[src/rtl/spi_wm_pkg.sv]
package spi_wm_pkg;
  // register byte offsets
  localparam logic [7:0] OFS_CTRL  = 8'h04;
  localparam logic [7:0] OFS_IEN   = 8'h0C;
  localparam logic [7:0] OFS_ISTS  = 8'h10;
  localparam logic [7:0] OFS_BURST = 8'h20;
  localparam logic [7:0] OFS_XMIT  = 8'h24;
  localparam logic [7:0] OFS_LVL   = 8'h28;
  localparam logic [7:0] OFS_TXD   = 8'h30;
  localparam logic [7:0] OFS_RXD   = 8'h34;

  // bit positions
  localparam int B_START  = 0;
  localparam int B_PAUSE  = 18;
  localparam int B_RXWM   = 4;
  localparam int B_TXWM   = 12;
  localparam int B_DONE   = 16;
  localparam int B_TXLVL  = 16;

  typedef enum logic [2:0] {
    EN_IDLE, EN_GATE, EN_FETCH, EN_LOW, EN_HIGH
  } eng_state_e;

  function automatic logic [31:0] spread_irq(input logic [2:0] v);
    logic [31:0] r;
    r = '0;
    r[B_RXWM] = v[0];
    r[B_TXWM] = v[1];
    r[B_DONE] = v[2];
    return r;
  endfunction

  function automatic logic [2:0] gather_irq(input logic [31:0] w);
    return {w[B_DONE], w[B_TXWM], w[B_RXWM]};
  endfunction
endpackage

[src/rtl/wm_fifo.sv]
module wm_fifo #(
  parameter int DW    = 8,
  parameter int DEPTH = 64,
  localparam int AW   = $clog2(DEPTH),
  localparam int LW   = $clog2(DEPTH + 1)
) (
  input  logic          clk,
  input  logic          rst,
  input  logic          push,
  input  logic [DW-1:0] din,
  input  logic          pop,
  output logic [DW-1:0] dout,
  output logic [LW-1:0] level,
  output logic          full,
  output logic          empty
);
  logic [DW-1:0] mem [DEPTH];
  logic [AW-1:0] wp, rp;
  logic push_ok, pop_ok;

  assign full    = (level == LW'(DEPTH));
  assign empty   = (level == '0);
  assign push_ok = push && !full;
  assign pop_ok  = pop && !empty;

  // storage and registered read port, no reset
  always_ff @(posedge clk) begin
    if (push_ok) mem[wp] <= din;
    if (pop_ok)  dout    <= mem[rp];
  end

  always_ff @(posedge clk) begin
    if (rst) begin
      wp    <= '0;
      rp    <= '0;
      level <= '0;
    end else begin
      if (push_ok) wp <= (wp == AW'(DEPTH - 1)) ? '0 : wp + AW'(1);
      if (pop_ok)  rp <= (rp == AW'(DEPTH - 1)) ? '0 : rp + AW'(1);
      case ({push_ok, pop_ok})
        2'b10:   level <= level + LW'(1);
        2'b01:   level <= level - LW'(1);
        default: level <= level;
      endcase
    end
  end
endmodule

[src/rtl/wm_engine.sv]
module wm_engine
  import spi_wm_pkg::*;
#(
  parameter int CLK_DIV = 4,
  localparam int HALF   = CLK_DIV / 2,
  localparam int DCW    = $clog2(HALF + 1)
) (
  input  logic       clk,
  input  logic       rst,
  input  logic       start,
  input  logic       pause,
  input  logic       burst_nz,
  input  logic       xmit_nz,
  input  logic       tx_empty,
  input  logic [7:0] tx_data,
  input  logic       rx_full,
  output logic       tx_pop,
  output logic       rx_push,
  output logic [7:0] rx_data,
  output logic       burst_dec,
  output logic       xmit_dec,
  output logic       done,
  output logic       sclk,
  output logic       mosi,
  output logic       cs_n,
  input  logic       miso
);
  eng_state_e st;
  logic [7:0]     sr;
  logic [7:0]     rsr;
  logic [DCW-1:0] dcnt;
  logic [2:0]     bitn;
  logic           go, half_end;

  assign go       = !(pause && rx_full);
  assign half_end = (dcnt == DCW'(HALF - 1));
  assign rx_data  = rsr;

  always_comb begin
    tx_pop    = 1'b0;
    xmit_dec  = 1'b0;
    rx_push   = 1'b0;
    burst_dec = 1'b0;
    done      = 1'b0;
    case (st)
      EN_IDLE: done = start && !burst_nz;
      EN_GATE: begin
        if (!burst_nz) done = 1'b1;
        else if (go && xmit_nz && !tx_empty) begin
          tx_pop   = 1'b1;
          xmit_dec = 1'b1;
        end
      end
      EN_HIGH: if (half_end && bitn == 3'd7) begin
        rx_push   = 1'b1;
        burst_dec = 1'b1;
      end
      default: ;
    endcase
  end

  always_ff @(posedge clk) begin
    if (rst) begin
      st   <= EN_IDLE;
      sr   <= '0;
      rsr  <= '0;
      dcnt <= '0;
      bitn <= '0;
      sclk <= 1'b0;
      mosi <= 1'b0;
      cs_n <= 1'b1;
    end else begin
      case (st)
        EN_IDLE: if (start && burst_nz) begin
          st   <= EN_GATE;
          cs_n <= 1'b0;
        end
        EN_GATE: begin
          if (!burst_nz) begin
            st   <= EN_IDLE;
            cs_n <= 1'b1;
            mosi <= 1'b0;
          end else if (go) begin
            if (xmit_nz) begin
              if (!tx_empty) st <= EN_FETCH;
            end else begin
              sr   <= '0;
              mosi <= 1'b0;
              dcnt <= '0;
              bitn <= '0;
              st   <= EN_LOW;
            end
          end
        end
        EN_FETCH: begin
          sr   <= tx_data;
          mosi <= tx_data[7];
          dcnt <= '0;
          bitn <= '0;
          st   <= EN_LOW;
        end
        EN_LOW: begin
          if (half_end) begin
            dcnt <= '0;
            sclk <= 1'b1;
            rsr  <= {rsr[6:0], miso};
            st   <= EN_HIGH;
          end else dcnt <= dcnt + DCW'(1);
        end
        EN_HIGH: begin
          if (half_end) begin
            dcnt <= '0;
            sclk <= 1'b0;
            if (bitn == 3'd7) st <= EN_GATE;
            else begin
              bitn <= bitn + 3'd1;
              sr   <= {sr[6:0], 1'b0};
              mosi <= sr[6];
              st   <= EN_LOW;
            end
          end else dcnt <= dcnt + DCW'(1);
        end
        default: st <= EN_IDLE;
      endcase
    end
  end
endmodule

[src/rtl/wm_regs.sv]
module wm_regs
  import spi_wm_pkg::*;
#(
  parameter int DEPTH = 64,
  parameter int CNT_W = 24,
  localparam int LW   = $clog2(DEPTH + 1),
  localparam int RX_HI = (DEPTH * 3) / 4,
  localparam int TX_LO = DEPTH / 4
) (
  input  logic             clk,
  input  logic             rst,
  input  logic             bus_wr,
  input  logic             bus_rd,
  input  logic [7:0]       bus_addr,
  input  logic [31:0]      bus_wdata,
  output logic [31:0]      bus_rdata,
  output logic             irq,
  output logic             start,
  output logic             pause,
  output logic [2:0]       sts,
  output logic             burst_nz,
  output logic             xmit_nz,
  output logic             tx_push,
  output logic [7:0]       tx_din,
  output logic             rx_pop,
  input  logic [7:0]       rx_dout,
  input  logic [LW-1:0]    rx_lvl,
  input  logic [LW-1:0]    tx_lvl,
  input  logic             done,
  input  logic             burst_dec,
  input  logic             xmit_dec
);
  logic [2:0]       ien;
  logic [CNT_W-1:0] burst, xmit;
  logic [31:0]      rdata_q;
  logic             rdfifo_q;
  logic [2:0]       cond, clr;
  logic             unused_wbits;

  assign unused_wbits = ^bus_wdata[31:24];

  assign cond     = {done, (tx_lvl <= LW'(TX_LO)), (rx_lvl >= LW'(RX_HI))};
  assign clr      = (bus_wr && bus_addr == OFS_ISTS) ? gather_irq(bus_wdata) : 3'b000;
  assign burst_nz = (burst != '0);
  assign xmit_nz  = (xmit != '0);
  assign tx_push  = bus_wr && bus_addr == OFS_TXD;
  assign tx_din   = bus_wdata[7:0];
  assign rx_pop   = bus_rd && bus_addr == OFS_RXD;
  assign bus_rdata = rdfifo_q ? {24'h0, rx_dout} : rdata_q;

  always_ff @(posedge clk) begin
    if (rst) begin
      start    <= 1'b0;
      pause    <= 1'b0;
      ien      <= '0;
      sts      <= '0;
      burst    <= '0;
      xmit     <= '0;
      irq      <= 1'b0;
      rdata_q  <= '0;
      rdfifo_q <= 1'b0;
    end else begin
      if (bus_wr && bus_addr == OFS_CTRL) begin
        start <= bus_wdata[B_START];
        pause <= bus_wdata[B_PAUSE];
      end
      if (done) start <= 1'b0;
      if (bus_wr && bus_addr == OFS_IEN) ien <= gather_irq(bus_wdata);
      // condition set wins over a same-cycle clear
      sts <= (sts & ~clr) | cond;
      if (bus_wr && bus_addr == OFS_BURST) burst <= bus_wdata[CNT_W-1:0];
      else if (burst_dec)                  burst <= burst - CNT_W'(1);
      if (bus_wr && bus_addr == OFS_XMIT)  xmit <= bus_wdata[CNT_W-1:0];
      else if (xmit_dec)                   xmit <= xmit - CNT_W'(1);
      irq      <= |(sts & ien);
      rdfifo_q <= rx_pop;
      if (bus_rd) begin
        case (bus_addr)
          OFS_CTRL:  rdata_q <= (32'(start) << B_START) | (32'(pause) << B_PAUSE);
          OFS_IEN:   rdata_q <= spread_irq(ien);
          OFS_ISTS:  rdata_q <= spread_irq(sts);
          OFS_BURST: rdata_q <= 32'(burst);
          OFS_XMIT:  rdata_q <= 32'(xmit);
          OFS_LVL:   rdata_q <= 32'(rx_lvl) | (32'(tx_lvl) << B_TXLVL);
          default:   rdata_q <= '0;
        endcase
      end
    end
  end
endmodule

[src/rtl/spi_wm_master.sv]
module spi_wm_master
  import spi_wm_pkg::*;
#(
  parameter int DEPTH   = 64,
  parameter int CNT_W   = 24,
  parameter int CLK_DIV = 4,
  localparam int LW     = $clog2(DEPTH + 1)
) (
  input  logic        clk,
  input  logic        rst,
  input  logic        bus_wr,
  input  logic        bus_rd,
  input  logic [7:0]  bus_addr,
  input  logic [31:0] bus_wdata,
  output logic [31:0] bus_rdata,
  output logic        irq,
  output logic        spi_sclk,
  output logic        spi_mosi,
  input  logic        spi_miso,
  output logic        spi_cs_n
);
  logic          ctl_start, ctl_pause, burst_nz, xmit_nz;
  logic [2:0]    sts;
  logic          tx_push, tx_pop, tx_full, tx_empty;
  logic          rx_push, rx_pop, rx_full, rx_empty;
  logic [7:0]    tx_din, tx_dout, rx_din, rx_dout;
  logic [LW-1:0] tx_lvl, rx_lvl;
  logic          eng_done, burst_dec, xmit_dec;
  logic          unused_flags;

  assign unused_flags = tx_full ^ rx_empty;

  wm_regs #(.DEPTH(DEPTH), .CNT_W(CNT_W)) u_regs (
    .clk, .rst, .bus_wr, .bus_rd, .bus_addr, .bus_wdata, .bus_rdata, .irq,
    .start(ctl_start), .pause(ctl_pause), .sts, .burst_nz, .xmit_nz,
    .tx_push, .tx_din, .rx_pop, .rx_dout, .rx_lvl, .tx_lvl,
    .done(eng_done), .burst_dec, .xmit_dec
  );

  wm_fifo #(.DW(8), .DEPTH(DEPTH)) u_txq (
    .clk, .rst, .push(tx_push), .din(tx_din), .pop(tx_pop), .dout(tx_dout),
    .level(tx_lvl), .full(tx_full), .empty(tx_empty)
  );

  wm_fifo #(.DW(8), .DEPTH(DEPTH)) u_rxq (
    .clk, .rst, .push(rx_push), .din(rx_din), .pop(rx_pop), .dout(rx_dout),
    .level(rx_lvl), .full(rx_full), .empty(rx_empty)
  );

  wm_engine #(.CLK_DIV(CLK_DIV)) u_eng (
    .clk, .rst, .start(ctl_start), .pause(ctl_pause), .burst_nz, .xmit_nz,
    .tx_empty, .tx_data(tx_dout), .rx_full, .tx_pop, .rx_push, .rx_data(rx_din),
    .burst_dec, .xmit_dec, .done(eng_done), .sclk(spi_sclk), .mosi(spi_mosi),
    .cs_n(spi_cs_n), .miso(spi_miso)
  );
endmodule

[config.mk]
export PLATFORM = sky130hd
export DESIGN_NAME = spi_wm_master
export DESIGN_NICKNAME = d
export VERILOG_FILES = /design/src/rtl/spi_wm_pkg.sv /design/src/rtl/wm_fifo.sv /design/src/rtl/wm_engine.sv /design/src/rtl/wm_regs.sv /design/src/rtl/spi_wm_master.sv
export SDC_FILE = /design/constraint.sdc
export NUM_CORES = 2
export LEC_CHECK = 0
export ABC_AREA = 1
export BUFFER_PORTS_ARGS = -buffer_cell sky130_fd_sc_hd__buf_2
export CORE_ASPECT_RATIO = 1.75
export CORE_MARGIN = 4
export CORE_UTILIZATION = 40
export DETAILED_ROUTE_END_ITERATION = 7
export HOLD_SLACK_MARGIN = 0.06
export SETUP_SLACK_MARGIN = 0.05
export SYNTH_ARGS = -nofsm -noshare
export SYNTH_HDL_FRONTEND = slang
export SYNTH_SLANG_ARGS = --single-unit
[constraint.sdc]
create_clock -name clk -period 5.7 [get_ports clk]
set_clock_uncertainty 0.2 [all_clocks]
set_input_delay 1.14 -clock clk [delete_from_list [all_inputs] [get_ports clk]]
set_output_delay 1.14 -clock clk [all_outputs]
set_load 0.01 [all_outputs]
After elaboration in Yosys (flattened, before gate mapping). Memory sizes are Yosys's and may differ from the RTL's. A register that Yosys moved wholly into a read port is not among the register bits. Cells that the tools add are included.

Bits in registers: 154. Bits in writable memories: 1024. Logic and storage cells: 188. Output and inout bits: 36. Memories: 2. Bits of input ports: 45.

Memories: u_rxq.mem (words 64, width 8, rd ports 1, clocked after memory_dff 1, write ports 1, line wm_fifo.sv:17) `logic [DW-1:0] mem [DEPTH];`; u_txq.mem (words 64, width 8, rd ports 1, clocked after memory_dff 1, write ports 1, line wm_fifo.sv:17).

Add/subtract/negate cells: 12. Equality and inequality tests: 35. Order comparisons: 2. Multiplexer cells: 62. Reductions and logical operators: 46. Bitwise operators: 6.

Operators by type and width (count): one-hot mux 32 bit (6 select lines) (1); two-way mux 24 bit (4); nonzero test 24 bit (2); subtractor 24 x 1 -> 24 bit, second input constant (2); equality test 8 x 6 -> 1 bit, second input constant (5); two-way mux 3 bit (13); two-way mux 7 bit (5); two-way mux 32 bit (1); one-hot mux 7 bit (2 select lines) (2); adder 6 x 1 -> 6 bit, second input constant (4); equality test 6 bit, second input constant (4); two-way mux 6 bit (4); OR 7 x 23 -> 23 bit (1); one-hot mux 7 bit (3 select lines) (1); two-way mux 1 bit (19); OR 1 x 19 -> 19 bit (1); logical AND 1 bit (17); one-hot mux 3 bit (5 select lines) (1); adder 7 x 1 -> 7 bit, second input constant (2); equality test 7 bit, second input constant (2); zero test 7 bit (2); subtractor 7 x 1 -> 7 bit, second input constant (2); nonzero test 2 bit (6); two-way mux 2 bit (5); other kinds (33) (57).

Depth between registers and ports, before layout.
Depth after elaboration: 11. Gate-level depth with buffers: 21.

Hierarchy. From an unflattened synthesis, not the netlist that was laid out.

Cells, all modules: 5607. Area, all modules: 53353.7 um^2.

By module, submodules not included: wm_fifo (u_rxq) (times used 1, area an instance 23241.0 um^2, sequential area each 15995.3 um^2, cells an instance 2248); wm_fifo (u_txq) (times used 1, area an instance 23171.0 um^2, sequential area each 15995.3 um^2, cells an instance 2237); wm_regs (times used 1, area an instance 5544.1 um^2, sequential area each 1641.6 um^2, cells an instance 912); wm_engine (times used 1, area an instance 1397.6 um^2, sequential area each 520.5 um^2, cells an instance 210).

Worst setup path after synthesis. OpenSTA, ideal clock, no wires.

Path type: input to register. Start: in bus_addr[7]. End: reg u_rxq.level[6]. Stages on the path: 17. Required time: 5.430 ns. Setup slack: 1.946 ns. Library setup time: 0.070 ns. Data arrival time: 3.483 ns. Cell sequence: nor2_1 -> nand3_1 -> nor3_1 -> nand2_1 -> inv_1 -> ha_1 -> inv_1 -> fa_1 -> o21ai_0 -> nand2_1 -> nand2_1 -> nand2_1 -> nand2_1 -> nand2_1 -> nand2_1 -> nand2_1 -> a21oi_1.

Word-level cells in the longest chain between the ends: 5.

Ends and longest elaborated chain: start, declared (line spi_wm_master.sv:13) `input logic [7:0] bus_addr,`; equality test 8 x 6 -> 1 bit (*) (line wm_regs.sv:48) `assign rx_pop = bus_rd && bus_addr == OFS_RXD;`; logical AND 1 bit (*) (line wm_regs.sv:48); logical AND 1 bit (*) (line wm_fifo.sv:24) `assign pop_ok = pop && !empty;`; named net u_rxq.pop_ok (line wm_fifo.sv:19) `logic push_ok, pop_ok;`; equality test 2 x 1 -> 1 bit / equality test 2 bit (equally long branches) (line wm_fifo.sv:40) `case ({push_ok, pop_ok})`; one-hot mux 7 bit (2 select lines) / nonzero test 2 bit (equally long branches); end signal, assigned (line wm_fifo.sv:41) `2'b10: level <= level + LW'(1);`; end signal, assigned (line wm_fifo.sv:42) `2'b01: level <= level - LW'(1);`; end signal, assigned (line wm_fifo.sv:43) `default: level <= level;`; end, declared (line wm_fifo.sv:13) `output logic [LW-1:0] level,`.

Mark *: on every way through the listed nets, which the timed path passes. The rest lies on a longest branch. A chain may end at the register's enable or synchronous reset.

Worst setup path in the final report.
Start: reg u_regs.xmit[0]. End: reg u_txq.level[6].

Word-level cells in the longest chain between the ends: 9.

Ends and longest elaborated chain: start, declared (line wm_regs.sv:34) `logic [CNT_W-1:0] burst, xmit;`; start signal, assigned (line wm_regs.sv:73) `if (bus_wr && bus_addr == OFS_XMIT) xmit <= bus_wdata[CNT_W-1:0];`; start signal, assigned (line wm_regs.sv:74) `else if (xmit_dec) xmit <= xmit - CNT_W'(1);`; nonzero test 24 bit (*) (line wm_regs.sv:45) `assign xmit_nz = (xmit != '0);`; logical AND 1 bit (*) (2 in series) (line wm_engine.sv:49) `else if (go && xmit_nz && !tx_empty) begin`; two-way mux 1 bit (*) (line wm_engine.sv:49); two-way mux 1 bit (*) (line wm_engine.sv:48) `if (!burst_nz) done = 1'b1;`; two-way mux 1 bit (*) (line wm_engine.sv:45) `case (st)`; logical AND 1 bit (*) (line wm_fifo.sv:24); named net u_txq.pop_ok (line wm_fifo.sv:19); equality test 2 x 1 -> 1 bit / equality test 2 bit (equally long branches) (line wm_fifo.sv:40); one-hot mux 7 bit (2 select lines) / nonzero test 2 bit (equally long branches); end signal, assigned (line wm_fifo.sv:41); end signal, assigned (line wm_fifo.sv:42); end signal, assigned (line wm_fifo.sv:43); end, declared (line wm_fifo.sv:13).

Marked as above.

==> summary.md <==
| Metric | Value |
|---|---|
| Worst skew pair latency | between 700 and 800 ps |
| Top_reg_cell synth | edfxtp_1 |
| Initial antenna violation count | 6 |
| Leakage power | a little over 20 nW |
| CTS Buf Count | ~110 |
| Setup WS pre-CTS | approximately 1100 ps |
| FF/Latch Area | 34180 um^2 |
| Overall die width | ~280 um |
| Post-synth ARST share | 0% |
| EDFF count, synth | around 1000 |
| DR DRC count | 0 |
| Pin count of the biggest net entering global routing | roughly 150 |
| Final Hold Viols | 0 |
| Placed cell count | about 6100 |
| Post-route non-filler standard cell count | ~6300 |
| Worst setup path startpoint | u_regs.xmit[0] |
| Routed vias | about 34000 |
| Synthesized area | around 50000 um^2 |
| Power per standard cell area | slightly above 300 nW/um^2 |
| # setup viols final | 0 |
| Reg2Reg Depth | 20 |
| Clock slew at reported path FFs | ~70 ps |
| Iteration-0 DRC Markers | around 3000 |
| Maximum fanout along the worst path | 32 |
| CP max-delay cell | ha_1 |
| CP Launch Type | register |
| Crit. path cell count | 20 |
| Max clock buf depth | 3 |
| Max frequency | between 200 and 250 MHz |
| Final core occ | between 40 and 50% |
| Yosys cell types | 50 |
| Port buffer count | between 60 and 70 |
| Area of the multi-input gates | about 14000 um^2 |
| Post-route ant nets | 0 |
| Yosys reg bits | 1186 |
| DIE AREA | ~130000 um^2 |
| Unrepaired setup endpoints after global routing | no |
| Share of layout cells above drive strength 1 | under 10% |
| Syn Inst Count | around 4600 |
| Routed WL | around 140 mm |
| Clock sink total | roughly 1200 |
| Vias in the first global route | about 33000 |
| Top post-synthesis cells by count | 1040 x edfxtp_1, 902 x nor2_1, 600 x o21ai_0 |
| Area contributors post-synth | edfxtp_1 62%, nor2_1 6.7%, o21ai_0 6.0%, dfxtp_1 5.8%, nand2_1 3.9% |
| Worst path bufs/invs | 3 |
| Mean routed wirelength per cell | roughly 22 um |
| DR pass1 iterations | 5 |
| Critical path's largest stage delay | around 430 ps |
| Post-CTS setup buffer count | 0 |
| CP most frequent cell | nand2_1 |
| I/O pins | 81 |
| Worst Hold Launch | u_eng.dcnt[1] |
| Area share of the largest cell type after synthesis | between 60% and 70% |
| Vias/cell | about 5.4 |
| Die height | between 400 and 500 um |
| CTS root buf | clkbuf_16 |
| Core Footprint | approximately 120000 um^2 |
| Placer Congestion | a little under 1 |
| Reg2reg start | u_regs.xmit[0] |
| Worst path required time | slightly above 6000 ps |
| Top-count cell post-synth | edfxtp_1 |
| CP delay by family, top | simple AND/OR/NAND/NOR gates |
| CP arrival | approximately 4600 ps |
| Endpoint class of the critical path | register |
| Global route overflow | 0 |
| # rows | around 170 |
| Post-route cell area | roughly 56000 um^2 |
| Sequential-to-total area share from yosys stat | roughly two thirds |
| Fin crit share | around 74% |
| NumNets Final | between 4000 and 5000 |
| Outcome | complete, no violations |
| Worst Setup Path Type | reg2reg |
| Final HPWL DP | between 90 and 100 mm |
| Synth Area per Inst | 11.02 um^2 |
| Final min period | 4202 ps |
| Post-synth top area cell | edfxtp_1 |
| FILL cells | around 11000 |
| CP Cell Sequence | inv_1 > ha_1 > nand3_2 > nor2_4 > nand3_2 > inv_2 > nor2_4 > nand2_4 > inv_2 > ha_1 > ha_1 > nand2_1 > o21ai_0 > nand2_1 > nand2_1 > nand2_1 > nand3_1 > nand2_1 > nand2_1 > a21oi_1 |
| H-tree Lvls | 3 |
| Hold/Removal Path Class | reg2reg |
| Placed cell area | 52140 um^2 |
| Max transition margin | approximately 14% |
| CTS tree | done |
| Max IR drop VDD | around 0.27 mV |
| Max-cap violations | 0 |
| Worst hold stages | 2 |
| Yosys synthesis warning count | 0 |
| Count of pins over their slew limit | 0 |
| First-pass GRT wire length | between 200 and 250 mm |
| Hold buffers post-CTS | 0 |
| Area delta synth->final | 10.91% |
| GR Util All Layers | a little over a fifth |
| PostCTS Resize Cnt | 0 |
| Setup TNS | 0 ps |
| Starting density of the core | between 40% and 50% |
| Final WS setup | between 1000 and 1500 ps |
| Worst Tran Pin Value | roughly 1300 ps |
-- tightest hold or removal path: stages, from the launching register on --
cell and delay [ps]:
dfxtp_1 310, inv_1 50, nor2_1 30
-- through the flow --
stage	power, W	hold WS (ps)
final	0.01728	231.2
after global routing	0.01781	276.5
after CTS	0.01742	231.3
after detailed placement	0.01019	221.4
after global placement	0.01017	219.5
after floorplan	0.009999	208.7
-- final cells by class --
class / count / share of cell area, %
inverter: 222 / 1.520
tap: 1643 / 3.693
multi-input combinational: 2885 / 24.99
antenna: 2 / 0.008992
timing repair buffer: 167 / 2.059
clock inverter: 47 / 0.9644
sequential: 1186 / 61.41
clock buffer: 151 / 5.352
-- report_power, final --
| part | leakage (nW) | total, W | switching, W | internal [W] |
|---|---|---|---|---|
| Clock | 1.74 | 0.00729 | 0.00322 | 0.00407 |
| Combinational | 7.02 | 0.000495 | 0.000356 | 0.000139 |
| Sequential | 11.5 | 0.00950 | 0.0000521 | 0.00945 |
-- final timing paths --
check	end	slack, ps
worst max-delay path	u_txq.level[6]	1500
worst min-delay path	u_eng.dcnt[1]	230
worst max register to register	u_txq.level[6]	1500
worst min register to register	u_eng.dcnt[1]	230
-- state kept, by name, summed over array words and instances (netlist names), 6 cells and up --
name	count
u_rxq.mem	512
u_txq.mem	512
u_regs.burst	24
u_regs.rdata_q	24
u_regs.xmit	24
u_eng.rx_data	8
u_rxq.dout	8
u_txq.dout	8
u_eng.sr	7
u_rxq.level	7
u_txq.level	7
u_rxq.rp	6
u_rxq.wp	6
u_txq.rp	6
u_txq.wp	6
-- metal layers --
| layer | vias up | routed length (um) | GRT usage, % | share of wire [%] |
|---|---|---|---|---|
| met1 | 16660 | 49270 | 22.89 | 35 |
| met3 | 348 | 7072 | 2.595 | 5.0 |
| met5 | - | 31 | 0 | 0.022 |
| li1 | 16150 | - | - | - |
| met2 | 1132 | 73650 | 37.79 | 53 |
| met4 | 4 | 10220 | 13.55 | 7.3 |
-- kinds of logic (layout without fill, tap and decap cells) --
group,after synthesis,after routing,synth area share [%]
adder cells (fa/ha/maj),23,23,0.6034
multiplexers,8,8,0.1795
buffers and inverters,491,587,4.313
XOR/XNOR,34,34,0.5934
other,1,10,0.007473
flip-flops,1186,1186,68.06
AND/OR/NAND/NOR,1735,1735,14.27
AO/OA/AOI/OAI,1077,1077,11.98
-- cells in the final DEF (no fill, tap or decap), types with 5 or more instances in the layout --
cell | synthesis | routed
o21ai_0 | 600 | 600
clkbuf_1 | 117 | 25
o22ai_1 | 165 | 165
bufinv_16 | 0 | 9
a31oi_1 | 12 | 12
edfxtp_1 | 1040 | 1040
a21oi_1 | 135 | 135
nand2_2 | 12 | 12
dfxtp_2 | 0 | 10
inv_2 | 21 | 21
nand3_1 | 200 | 200
clkinv_2 | 1 | 21
clkbuf_2 | 1 | 8
clkbuf_16 | 0 | 109
o221ai_1 | 10 | 10
xor2_1 | 30 | 30
nand4_1 | 28 | 28
ha_1 | 21 | 21
o211ai_1 | 126 | 126
inv_1 | 195 | 192
conb_1 | 1 | 8
nor2_4 | 9 | 9
clkbuf_8 | 0 | 8
dfxtp_1 | 146 | 132
nand2_1 | 523 | 523
buf_4 | 26 | 100
nor2_2 | 11 | 13
buf_2 | 105 | 63
clkinv_1 | 5 | 16
nand3_2 | 6 | 6
nor2_1 | 902 | 900
inv_6 | 0 | 5
o21ai_1 | 15 | 15
mux2_2 | 8 | 8
or2_2 | 7 | 7
nor3_1 | 17 | 17
a22o_1 | 6 | 6
Note: power is estimated with default switching activity, not from simulation.
